File: config.mk
export PLATFORM = sky130hd
export DESIGN_NAME = capture_unit
export DESIGN_NICKNAME = d
export VERILOG_FILES = /design/src/rtl/capture_pkg.sv /design/src/rtl/capture_sync.sv /design/src/rtl/capture_filter.sv /design/src/rtl/capture_latch.sv /design/src/rtl/capture_unit.sv
export SDC_FILE = /design/constraint.sdc
export NUM_CORES = 1
export LEC_CHECK = 0
export BUFFER_PORTS_ARGS = -buffer_cell sky130_fd_sc_hd__buf_2
export CAP_MARGIN = 30
export CORE_MARGIN = 8
export CORE_UTILIZATION = 46
export CTS_CLUSTER_DIAMETER = 50
export DETAILED_ROUTE_END_ITERATION = 7
export PLACE_DENSITY = 0.74
export SYNTH_ARGS = -nofsm -noshare
export SYNTH_HDL_FRONTEND = slang
export SYNTH_HIERARCHICAL = 1
export SYNTH_SLANG_ARGS = --single-unit
export TNS_END_PERCENT = 10
File: constraint.sdc
create_clock -name clk -period 2.17 [get_ports clk]
set_clock_uncertainty 0.05 [all_clocks]
set_input_delay 0.434 -clock clk [delete_from_list [all_inputs] [get_ports clk]]
set_output_delay 0.434 -clock clk [all_outputs]
set_load 0.02 [all_outputs]
File: src/rtl/capture_pkg.sv
package capture_pkg;
  localparam int CAP_CNT_W    = 16;
  localparam int CAP_SYNC_LEN = 2;
  localparam int CAP_FILT_LEN = 4;
endpackage

File: src/rtl/capture_sync.sv
module capture_sync #(
  parameter int STAGES = capture_pkg::CAP_SYNC_LEN
) (
  input  logic clk,
  input  logic rst,
  input  logic d_async,
  output logic d_sync
);
  logic [STAGES-1:0] chain;

  always_ff @(posedge clk) begin
    if (rst) chain <= '0;
    else     chain <= {chain[STAGES-2:0], d_async};
  end

  assign d_sync = chain[STAGES-1];
endmodule

File: src/rtl/capture_filter.sv
module capture_filter #(
  parameter int FILT_LEN = capture_pkg::CAP_FILT_LEN
) (
  input  logic clk,
  input  logic rst,
  input  logic filt_en,
  input  logic s_in,
  output logic lvl_q,
  output logic lvl_d
);
  localparam int HW = FILT_LEN - 1;

  logic [HW-1:0] hist;
  logic all_hi, all_lo;

  assign all_hi = s_in & (&hist);
  assign all_lo = ~s_in & ~(|hist);

  always_comb begin
    if (!filt_en)    lvl_d = s_in;
    else if (all_hi) lvl_d = 1'b1;
    else if (all_lo) lvl_d = 1'b0;
    else             lvl_d = lvl_q;
  end

  generate
    if (HW > 1) begin : g_shift
      always_ff @(posedge clk) begin
        if (rst) hist <= '0;
        else     hist <= {hist[HW-2:0], s_in};
      end
    end else begin : g_single
      always_ff @(posedge clk) begin
        if (rst) hist <= '0;
        else     hist <= s_in;
      end
    end
  endgenerate

  always_ff @(posedge clk) begin
    if (rst) lvl_q <= 1'b0;
    else     lvl_q <= lvl_d;
  end
endmodule

File: src/rtl/capture_latch.sv
module capture_latch #(
  parameter int CNT_W = capture_pkg::CAP_CNT_W
) (
  input  logic             clk,
  input  logic             rst,
  input  logic             lvl_q,
  input  logic             lvl_d,
  input  logic             edge_rise,
  input  logic [CNT_W-1:0] count_in,
  output logic [CNT_W-1:0] cap_value,
  output logic             cap_strobe
);
  logic hit;

  // a change of tracked level whose new value matches the selected edge
  assign hit = (lvl_d != lvl_q) && (lvl_d == edge_rise);

  always_ff @(posedge clk) begin
    if (rst) begin
      cap_value  <= '0;
      cap_strobe <= 1'b0;
    end else begin
      cap_strobe <= hit;
      if (hit) cap_value <= count_in;
    end
  end
endmodule

File: src/rtl/capture_unit.sv
module capture_unit #(
  parameter int CNT_W    = capture_pkg::CAP_CNT_W,
  parameter int SYNC_LEN = capture_pkg::CAP_SYNC_LEN,
  parameter int FILT_LEN = capture_pkg::CAP_FILT_LEN
) (
  input  logic             clk,
  input  logic             rst,
  input  logic             cap_pin,
  input  logic [CNT_W-1:0] count_in,
  input  logic             filt_en,
  input  logic             edge_rise,
  output logic [CNT_W-1:0] cap_value,
  output logic             cap_strobe
);
  logic sync_s;
  logic lvl_q, lvl_d;

  capture_sync #(.STAGES(SYNC_LEN)) u_sync (
    .clk(clk), .rst(rst), .d_async(cap_pin), .d_sync(sync_s)
  );

  capture_filter #(.FILT_LEN(FILT_LEN)) u_filt (
    .clk(clk), .rst(rst), .filt_en(filt_en), .s_in(sync_s),
    .lvl_q(lvl_q), .lvl_d(lvl_d)
  );

  capture_latch #(.CNT_W(CNT_W)) u_latch (
    .clk(clk), .rst(rst), .lvl_q(lvl_q), .lvl_d(lvl_d),
    .edge_rise(edge_rise), .count_in(count_in),
    .cap_value(cap_value), .cap_strobe(cap_strobe)
  );
endmodule

==> Yosys cells after proc, flatten, opt, wreduce, memory -nomap -nowiden <==
Index checks and enable logic that the tools add are counted.
{ "word_totals": {"regBits": 23, "in_bits": 21, "word_cells": 17} }
{ "classes": {"n_eq_ne": 2, "n_mux": 3, "n_bitwise": 4, "n_reduce_logical": 3} }
{ "ops": {"columns": ["op", "count"], "rows": [
  ["$mux 1", 3],
  ["$reduce_and 3->1", 1],
  ["$reduce_or 3->1", 1],
  ["$and 1x1->1", 2],
  ["$not 1->1", 2],
  ["$eq 1x1->1", 1],
  ["$logic_and 1x1->1", 1],
  ["$ne 1x1->1", 1]
]} }

==> Longest topological paths before layout <==
Gate-level depths: netlist (run 1).
{ "depth": {"word_depth": 8, "depth_mapped": 7, "mapped_depth_nobuf": 6} }

==> Modules after synthesis <==
The synthesis (run 1) kept the hierarchy.
{ "modules_own_cells": {"columns": ["mod", "instances", "cells_per_inst", "area_per_inst_um2", "seq_area_each_um2"], "rows": [
  ["capture_latch", 1, 73, 764.5, 340.3],
  ["capture_filter", 1, 13, 133.9, 80.1],
  ["capture_sync", 1, 4, 52.6, 40.0]
]} }

==> Least setup slack after synthesis (run 1) <==
OpenSTA, ideal clock, no wires.
{ "synth_path": {"path_type": "input to register", "startpoint": "input filt_en", "endpoint": "register u_latch.cap_value[10]", "setup_ps": 72, "arrival_time_ps": 1658, "setup_slack_ps": 391, "path_stages": 7, "path_buffers": 1, "cell_sequence": "inv_1 a311oi_1 nor3_1 and3b_1 a21oi_4 buf_12 mux2i_1"} }
{ "synth_via": {"elab_chain_len": 3} }
{ "synth_lines": {"columns": ["element", "line", "rtl"], "rows": [
  ["start: declaration", "capture_unit.sv:10", "input logic filt_en,"],
  ["$mux 1 *", "capture_filter.sv:20", "if (!filt_en) lvl_d = s_in;"],
  ["via lvl_d", "capture_unit.sv:16", "logic lvl_q, lvl_d;"],
  ["$ne 1x1->1 or $eq 1x1->1 (tied branches)", "capture_latch.sv:16", "assign hit = (lvl_d != lvl_q) && (lvl_d == edge_rise);"],
  ["$logic_and 1x1->1 *", "capture_latch.sv:16", null],
  ["end signal: assignment", "capture_latch.sv:24", "if (hit) cap_value <= count_in;"],
  ["end: declaration", "capture_latch.sv:10", "output logic [CNT_W-1:0] cap_value,"]
]} }
Mark *: on every way through the listed nets, which the timed path passes. The rest lies on a longest branch.
A chain may end at the register's enable or synchronous reset.

==> Final worst setup path (run 1) <==
{ "layout_path": {"startpoint": "register u_sync.chain[1]", "endpoint": "register u_latch.cap_value[10]"} }
{ "layout_via": {"elab_chain_len": 7} }
{ "layout_lines": {"columns": ["element", "line", "rtl"], "rows": [
  ["start: declaration", "capture_sync.sv:9", "logic [STAGES-1:0] chain;"],
  ["start signal: assignment", "capture_sync.sv:13", "else chain <= {chain[STAGES-2:0], d_async};"],
  ["$not 1->1", "capture_filter.sv:17", "assign all_lo = ~s_in & ~(|hist);"],
  ["$and 1x1->1", "capture_filter.sv:17", null],
  ["$mux 1", "capture_filter.sv:22", "else if (all_lo) lvl_d = 1'b0;"],
  ["$mux 1", "capture_filter.sv:21", "else if (all_hi) lvl_d = 1'b1;"],
  ["$mux 1 *", "capture_filter.sv:20", null],
  ["via lvl_d", "capture_unit.sv:16", null],
  ["$ne 1x1->1 or $eq 1x1->1 (tied branches)", "capture_latch.sv:16", null],
  ["$logic_and 1x1->1 *", "capture_latch.sv:16", null]
]} }
Marks and branches as above.

==> results of run 1 <==
-- stage by stage --
stage	instances	hold WS, ns	area, sq um
5_1_grt	155	0.291	1180
3_3_place_gp	151	0.367	1160
6_report	155	0.303	1180
2_1_floorplan	90	0.364	951
3_5_place_dp	151	0.391	1160
4_1_cts	155	0.305	1180
-- placed cells by master (no fill, tap or decap) --
cell / synthesis / layout
inv_1: 1 / 1
a21oi_1: 1 / 1
a21oi_4: 1 / 1
a311oi_1: 1 / 1
mux2i_1: 16 / 16
nand2b_1: 32 / 32
buf_2: 0 / 37
and3b_1: 1 / 1
clkbuf_4: 0 / 3
nor2b_1: 5 / 5
dfxtp_1: 23 / 23
nor2_1: 2 / 2
nor3_1: 1 / 1
nor4_1: 2 / 2
buf_12: 1 / 1
clkbuf_1: 3 / 1
-- final cells by class --
class / instances / share of cell area
sequential: 23 / 0.389
multi-input combinational: 62 / 0.384
timing repair buffer: 38 / 0.173
tap: 27 / 0.0285
clock buffer: 4 / 0.0222
inverter: 1 / 0.00317
-- worst max path at each step --
stage / startpoint / endpoint / slack (ns) / depth (start not counted)
2_1_floorplan: filt_en / u_latch/cap_value[10] / 0.39 / 7
3_3_place_gp: filt_en / u_latch/cap_value[9] / 0.40 / 8
3_5_place_dp: filt_en / u_latch/cap_value[10] / 0.31 / 8
4_1_cts: u_sync/chain[1] / u_latch/cap_value[10] / 0.50 / 6
5_1_grt: u_sync/chain[1] / u_latch/cap_value[10] / 0.33 / 6
6_report: u_sync/chain[1] / u_latch/cap_value[10] / 0.52 / 6
-- per-layer routing --
metal	vias up	global-route usage	share of wire	wire [um]
met4	0	0.0292	0.0052	10
met5	-	0	0	0
li1	367	-	-	-
met3	2	0.0334	0.078	150
met2	22	0.175	0.47	907
met1	315	0.135	0.44	846
-- report_power, final --
| group | internal (mW) | switching (mW) | total [mW] |
|---|---|---|---|
| clock | 0.0714 | 0.112 | 0.183 |
| sequential | 0.427 | 0.00239 | 0.429 |
| combinational | 0.0320 | 0.0258 | 0.0578 |
-- state kept, by name, indices dropped and copies added, names as in the netlist --
name                cells
u_latch/cap_value      16
u_filt/hist             3
u_sync/chain            2
u_filt/lvl_q            1
u_latch/cap_strobe      1
-- logic make-up (layout without fill, tap and decap cells) --
family,Yosys count,in the layout,synth area share
buf+inv,5,43,0.0368
mux,16,16,0.168
flops,23,23,0.484
simple gates,43,43,0.279
compound gates,3,3,0.0316
==> reports/metrics.yaml, run 1 <==
reg2reg_to: "u_latch/cap_value[10]"
min_from: "cap_pin"
detailedRoute.firstIterationViolations: 22
total_power_mw: 0.670
synth_enable_flop_cells: 0
cpPeakStageDelay_ns: 0.35
outcome: "finished, final reports clean"
vdd_drop_max_v: 0.000310
cp-end-kind: "register"
remaining_drc_errors: 0
grt_usage: 0.108
grt_pass1_wl_mm: 3.16
fin_crit_ns: 1.65
timing.final.crit_share: 0.761
dp_slack_ns: 0.307
cts-htree-levels: 1
crit_buf_inv: 1
tightestPinTransition_ns: 0.469
hold_end: "u_sync/chain[0]"
p_per_area_nw_per_um2: 566
synth_top_area_share: 0.484
clk_pin_slew_worst_paths_ns: 0.11
start_util: 0.485
nFillCells: 195
async_flop_share: 0
place_congestion: 0.643
cts-root-buf: "clkbuf_4"
die_area_sq_um: 3780
route.vias.total: 706
worstReg2RegStart: "u_sync/chain[1]"
synth_area_per_cell_sq_um: 10.6
clkSinkCount: 23
max-clock-path-buffers: 2
vias_per_cell: 4.55
r2r_slack_ns: 0.52
cp-start-kind: "register"
fin_util: 0.604
critPathKind: "reg -> reg"
cts_tree: "done"
rsz0062_at_grt: "false"
synthesis.instances: 90
crit_slowest_cell: "nor4_1"
grt_start_max_net_pins: 40
synth_flop_cell: "dfxtp_1"
antenna_found_initial: 0
postRouteAntennaNets: 0
post_cts_buffers: 0
synth-seq-cells: 23
final.setup.worst_slack_ns: 0.519
timing.fmax_mhz: 606
setup-violations-final: 0
layout-drive-gt1-share: 0.328
leakagePower_nw: 0.635
synth_top_area_cell: "dfxtp_1"
cts_resized: 0
cts_buffers: 3
yosys_warnings: 6
regArea_sq_um: 460
drt_pass1_iterations: 4
clock_latency_ns: 0.29
finalWirelength_mm: 1.91
worst-r2r-cell-count: 6
nets: 150
yosysMostFrequentCell: "nand2b_1"
min_path_type: "in -> reg"
ys_top_cells_by_count: "nand2b_1 (32), dfxtp_1 (23), mux2i_1 (16)"
core_sq_um: 1960
cp.arrival_ns: 1.83
max_cap_violations: 0
cpLargestDelayFamily: "simple AND/OR/NAND/NOR gates"
worstPathRequired_ns: 2.35
cp_cell_sequence: "nor4_1, nor3_1, and3b_1, a21oi_4, buf_12, mux2i_1"
synth.distinct_cells: 14
path_max_fanout: 17
relSlewSlack: 0.687
tns_ns: 0
overflow: 0
num_antenna_cells: 0
whs_path_depth: 2
multiInputGateArea_sq_um: 455
holdBufCountCts: 0
hold_violations: 0
fp.dieW_um: 61.5
synth_nets: 111
fp-row-count: 16
synth_area_sq_um: 951
synthToLayoutAreaGrowth_pct: 24.6
wl_per_cell_um: 12.3
synth_area_leaders: "dfxtp_1 (48%), nand2b_1 (21%), mux2i_1 (17%), nor2b_1 (3.3%), buf_12 (2.1%)"
pin_count: 38
port_buffers: 37
ys_seq_area_frac: 0.484
slew_violations: 0
die_height_um: 61.5
grt_pass1_vias: 713
Power figures use the tool's default switching activity.
==> inputs of run 2 (changes only) <==
--- a/config.mk
+++ b/config.mk
@@ -8,10 +8,10 @@
 export BUFFER_PORTS_ARGS = -buffer_cell sky130_fd_sc_hd__buf_2
 export CAP_MARGIN = 30
 export CORE_MARGIN = 8
-export CORE_UTILIZATION = 46
+export CORE_UTILIZATION = 42
 export CTS_CLUSTER_DIAMETER = 50
 export DETAILED_ROUTE_END_ITERATION = 7
-export PLACE_DENSITY = 0.74
+export PLACE_DENSITY = 0.72
 export SYNTH_ARGS = -nofsm -noshare
 export SYNTH_HDL_FRONTEND = slang
 export SYNTH_HIERARCHICAL = 1
==> constraint.sdc (replaced) <==
create_clock -name clk -period 1.45 [get_ports clk]
set_clock_uncertainty 0.05 [all_clocks]
set_input_delay 0.29 -clock clk [delete_from_list [all_inputs] [get_ports clk]]
set_output_delay 0.29 -clock clk [all_outputs]
set_load 0.02 [all_outputs]
==> run 2 against run 1 <==
Total power is 52% higher. Sequential share of layout area is 0.62 points lower. The run now ends with setup timing left. Clock-buffer cell count stayed put. First-iteration DRC count is 14% higher. Sequential power is 50% higher. Highest routed layer unchanged.
==> reports/metrics.yaml, run 2 (same netlist as run 1, synthesis figures left out) <==
vdd_drop_max_v: 0.000564
setup-violations-final: 17
final_cell_mix: "buf_2 (37), nand2b_1 (32), dfxtp_1 (22)"
min_path_type: "in -> reg"
seqPwrFrac: 0.633
grt_pass1_vias: 711
core_sq_um: 2170
fp-row-count: 17
outcome: "finished, violations left"
die_height_um: 63.6
post_cts_buffers: 0
cts_tree: "done"
largest-register: "u_latch/cap_value"
port_buffers: 37
final_common_cell: "buf_2"
slew_violations: 0
p_per_area_nw_per_um2: 842
cp_cell_sequence: "nor4_2, nor3_1, and3b_1, a21oi_4, buf_12, mux2i_1"
timing.fmax_mhz: 635
final.setup.worst_slack_ns: -0.125
drt_pass1_iterations: 4
rsz0062_at_grt: "true"
cp-end-kind: "register"
grt_start_max_net_pins: 40
switching_share: 0.217
overflow: 0
clkSinkCount: 23
holdBufCountCts: 0
layout-drive-gt1-share: 0.357
remaining_drc_errors: 0
tightestPinTransition_ns: 0.451
reg_top3: "u_latch/cap_value (16), u_filt/hist (3), u_sync/chain (2)"
vias_per_cell: 4.43
leakagePower_nw: 0.644
postRouteAntennaNets: 0
max-clock-path-buffers: 2
switching_power_mw: 0.221
cts_buffers: 3
fp.dieW_um: 63.6
dp_slack_ns: -0.184
critPathKind: "reg -> reg"
largest_reg_flops: 16
detailedRoute.firstIterationViolations: 25
cpPeakStageDelay_ns: 0.35
wl_per_cell_um: 12.1
grt_pass1_wl_mm: 3.19
grt_usage: 0.0948
worstPathRequired_ns: 1.64
clk_pin_slew_worst_paths_ns: 0.12
place_congestion: 0.660
dp_hpwl_mm: 1.42
clock_latency_ns: 0.30
relSlewSlack: 0.699
route.vias.total: 695
p_clk_frac: 0.282
nets: 151
fin_crit_ns: 1.58
nFillCells: 219
pin_count: 38
multiInputGateArea_sq_um: 468
fin_util: 0.557
antenna_found_initial: 0
crit_slowest_cell: "dfxtp_2"
cellInternalPower_mw: 0.795
die_area_sq_um: 4040
synthToLayoutAreaGrowth_pct: 27.0
path_max_fanout: 17
finalWirelength_mm: 1.90
timing.final.crit_share: 1.09
num_antenna_cells: 0
cts-htree-levels: 1
cp-start-kind: "register"
max_cap_violations: 0
violations: "setup timing"
hold_violations: 0
regArea_sq_um: 462
cts-root-buf: "clkbuf_4"
start_util: 0.438
cp.arrival_ns: 1.76
combinationalPowerShare: 0.085
==> run 2: changes by cell type in the layout (fill, tap and decap cells not counted) <==
cell	delta
a311oi_1	-1
nor4_1	-1
dfxtp_1	-1
dfxtp_2	+1
nor4_2	+1
a311oi_2	+1
buf_4	+1
==> run 2: path summary, 6_finish.rpt <==
path / from / depth (start not counted) / end / slack, ns
max: u_filt/hist[2] / 6 / u_latch/cap_value[11] / -0.13
min: cap_pin / 2 / u_sync/chain[0] / 0.14
max reg2reg: u_filt/hist[2] / 6 / u_latch/cap_value[11] / -0.13
min reg2reg: u_sync/chain[0] / 1 / u_sync/chain[1] / 0.41
==> run 2: layout make-up <==
class / count / share of cell area
Clock buffer: 4 / 0.0218
Inverter: 1 / 0.00311
Sequential cell: 23 / 0.382
Timing Repair Buffer: 39 / 0.176
Multi-Input combinational cell: 62 / 0.388
Tap cell: 28 / 0.0290
==> run 2: critical path: cells and delay by family, from the launching register on <==
kind	cells	cell delay (ns)
compound gates	1	0.13
mux	1	0.19
simple gates	3	0.60
buf+inv	1	0.18
flops	1	0.35
==> run 2: power by group through the flow <==
stage	clock [mW]	combinational (mW)	sequential (mW)
global placement	0	0.0858	0.657
global route	0.331	0.0972	0.645
finish	0.287	0.0864	0.643
floorplan	0	0.0465	0.661
detailed placement	0	0.0876	0.657
CTS	0.297	0.0878	0.643
==> run 2: per-layer routing <==
layer / vias up / GRT usage / share of wire
li1: 372 / - / -
met1: 302 / 0.108 / 0.46
met2: 19 / 0.150 / 0.47
met3: 2 / 0.0406 / 0.061
met4: 0 / 0.0418 / 0.0079
met5: - / 0 / 0
==> run 2: repair_timing <==
action	CTS	global route
gates resized for setup	1	0
endpoints found under the setup margin	17	17
pin swaps	0	0
==> run 2: stage by stage <==
stage | cells | area (sq um) | hold WS, ns | setup TNS (ns) | power, mW
6_report | 157 | 1210 | 0.138 | -1.87 | 1.02
5_1_grt | 157 | 1210 | 0.142 | -3.16 | 1.07
4_1_cts | 157 | 1210 | 0.132 | -1.83 | 1.03
3_5_place_dp | 153 | 1180 | 0.375 | -2.68 | 0.745
3_3_place_gp | 153 | 1180 | 0.367 | -1.93 | 0.743
2_1_floorplan | 90 | 963 | 0.312 | -1.65 | 0.707
==> inputs of run 3 (changes only) <==
--- a/config.mk
+++ b/config.mk
@@ -11,7 +11,7 @@
 export CORE_UTILIZATION = 42
 export CTS_CLUSTER_DIAMETER = 50
 export DETAILED_ROUTE_END_ITERATION = 7
-export PLACE_DENSITY = 0.72
+export PLACE_DENSITY = 0.85
 export SYNTH_ARGS = -nofsm -noshare
 export SYNTH_HDL_FRONTEND = slang
 export SYNTH_HIERARCHICAL = 1
==> run 3 against run 2 <==
The flow still finishes with violations (setup timing). Clock-buffer cell count fell by 1. Sequential power about the same. Die area stayed put. Global-route usage rose by 0.40 points. Clock power is 2% higher. Combinational power rose by 5.0%. Final cell count grew 0.64%. Sequential cell count unchanged. Core utilization grew 1.6 points. Fmax down 4.0%.
==> reports/metrics.yaml, run 3 (same netlist as run 1, synthesis figures left out) <==
route.vias.total: 731
largest-register: "u_latch/cap_value"
crit_cells: 6
fin_util: 0.573
wl_per_cell_um: 12.6
final_common_cell: "buf_2"
reg_top3: "u_latch/cap_value (16), u_filt/hist (3), u_sync/chain (2)"
timing.final.crit_share: 1.13
dp_hpwl_mm: 1.49
grt_pass1_wl_mm: 3.37
vias_per_cell: 4.63
grt_usage: 0.0988
critPathKind: "reg -> reg"
r2r_slack_ns: -0.19
final_cell_mix: "buf_2 (37), nand2b_1 (32), dfxtp_1 (22)"
cp-start-kind: "register"
reg2reg_to: "u_latch/cap_value[15]"
max-clock-path-buffers: 2
max_cap_violations: 0
timing.fmax_mhz: 609
crit_buf_inv: 1
hold_violations: 0
switching_power_mw: 0.234
largest_reg_flops: 16
vdd_drop_max_v: 0.000400
tightestPinTransition_ns: 0.466
pin_count: 38
nets: 152
cpPeakStageDelay_ns: 0.37
cellInternalPower_mw: 0.794
violations: "setup timing"
cp_cell_sequence: "a311oi_2, nor3_2, and3b_1, a21oi_4, buf_12, mux2i_1"
drt_pass1_iterations: 3
detailedRoute.firstIterationViolations: 18
nFillCells: 220
worstPathRequired_ns: 1.64
seqPwrFrac: 0.627
layout-drive-gt1-share: 0.377
leakagePower_nw: 0.662
holdBufCountCts: 0
slew_violations: 0
worst-r2r-cell-count: 6
outcome: "finished, violations left"
multiInputGateArea_sq_um: 482
port_buffers: 37
fin_crit_ns: 1.64
cts-root-buf: "clkbuf_4"
p_per_area_nw_per_um2: 827
rsz0062_at_grt: "true"
cp.arrival_ns: 1.83
start_util: 0.438
grt_start_max_net_pins: 40
core_sq_um: 2170
path_max_fanout: 10
cts-htree-levels: 1
p_clk_frac: 0.284
grt_pass1_vias: 772
cts_buffers: 3
remaining_drc_errors: 0
die_height_um: 63.6
cp-end-kind: "register"
final.setup.worst_slack_ns: -0.191
crit_end: "u_latch/cap_value[15]"
clock_latency_ns: 0.30
min_path_type: "in -> reg"
postRouteAntennaNets: 0
cpLargestDelayFamily: "compound AO/OA/AOI/OAI gates"
setup-violations-final: 17
overflow: 0
worstReg2RegStart: "u_filt/hist[2]"
switching_share: 0.227
antenna_found_initial: 0
crit_slowest_cell: "dfxtp_2"
finalWirelength_mm: 1.99
design_area_sq_um: 1240
place_congestion: 0.689
combinationalPowerShare: 0.088
num_antenna_cells: 0
die_area_sq_um: 4040
regArea_sq_um: 462
cts_tree: "done"
clk_pin_slew_worst_paths_ns: 0.13
relSlewSlack: 0.690
crit_start: "u_filt/hist[2]"
postPlaceCellArea_sq_um: 1200
fp-row-count: 17
synthToLayoutAreaGrowth_pct: 30.7
clkSinkCount: 23
fp.dieW_um: 63.6
[run 3: cell types whose count changed in the layout (fill, tap and decap cells not counted)]
cell      previous run  this run
buf_12               1         2
clkbuf_1             1         0
clkinv_2             0         1
nor3_1               1         0
nor3_2               0         1
nor4_2               1         0
nor4_4               0         1
[run 3: layout make-up]
cell class,count,area share
clock buffer,3,0.0181
clock inverter,1,0.00403
inverter,1,0.00302
multi-input combinational,62,0.388
sequential,23,0.372
tap,28,0.0282
timing repair buffer,40,0.187
[run 3: power by group through the flow]
stage,logic [mW],clock network (mW),registers (mW)
after CTS,0.0896,0.305,0.643
after global placement,0.0863,0,0.657
after global routing,0.101,0.327,0.645
after floorplan,0.0465,0,0.661
final,0.0907,0.292,0.644
after detailed placement,0.0892,0,0.657
[run 3: through the flow]
stage / setup TNS (ns) / hold WS, ns / total power [mW] / instances / setup WS, ns
floorplan: -1.65 / 0.312 / 0.707 / 90 / -0.156
detailed placement: -3.32 / 0.379 / 0.747 / 154 / -0.221
finish: -2.81 / 0.138 / 1.03 / 158 / -0.191
CTS: -2.54 / 0.129 / 1.04 / 158 / -0.174
global route: -4.10 / 0.127 / 1.07 / 158 / -0.272
global placement: -2.54 / 0.370 / 0.743 / 154 / -0.168
[run 3: how the worst min path moves through the flow]
stage                          from         endpoint  slack [ns]  cells past startpoint
finish                      cap_pin  u_sync/chain[0]        0.14                      2
global route                cap_pin  u_sync/chain[0]        0.13                      2
CTS                         cap_pin  u_sync/chain[0]        0.13                      2
detailed placement  u_sync/chain[0]  u_sync/chain[1]        0.38                      1
global placement    u_sync/chain[0]  u_sync/chain[1]        0.37                      1
floorplan                       rst   u_filt/hist[0]        0.31                      1
[run 3: worst register-to-register path: stages (launching register included)]
cell	delay, ns
dfxtp_2	0.37
a311oi_2	0.33
nor3_2	0.09
and3b_1	0.20
a21oi_4	0.19
buf_12	0.17
mux2i_1	0.19
[run 3: routing by layer]
layer  track usage  share of wire  vias up  routed length, um
met5             0              0        -                  0
met4        0.0334              0        0                  0
met3        0.0442          0.095        0                190
met2         0.170           0.48       26                949
met1         0.104           0.43      330                853
li1              -              -      375                  -
[run 3: timing repair]
action / CTS / global route
gates resized for setup: 1 / 2
setup buffers: 0 / 0
setup endpoints to repair: 17 / 17
hold endpoints to repair: 0 / 0
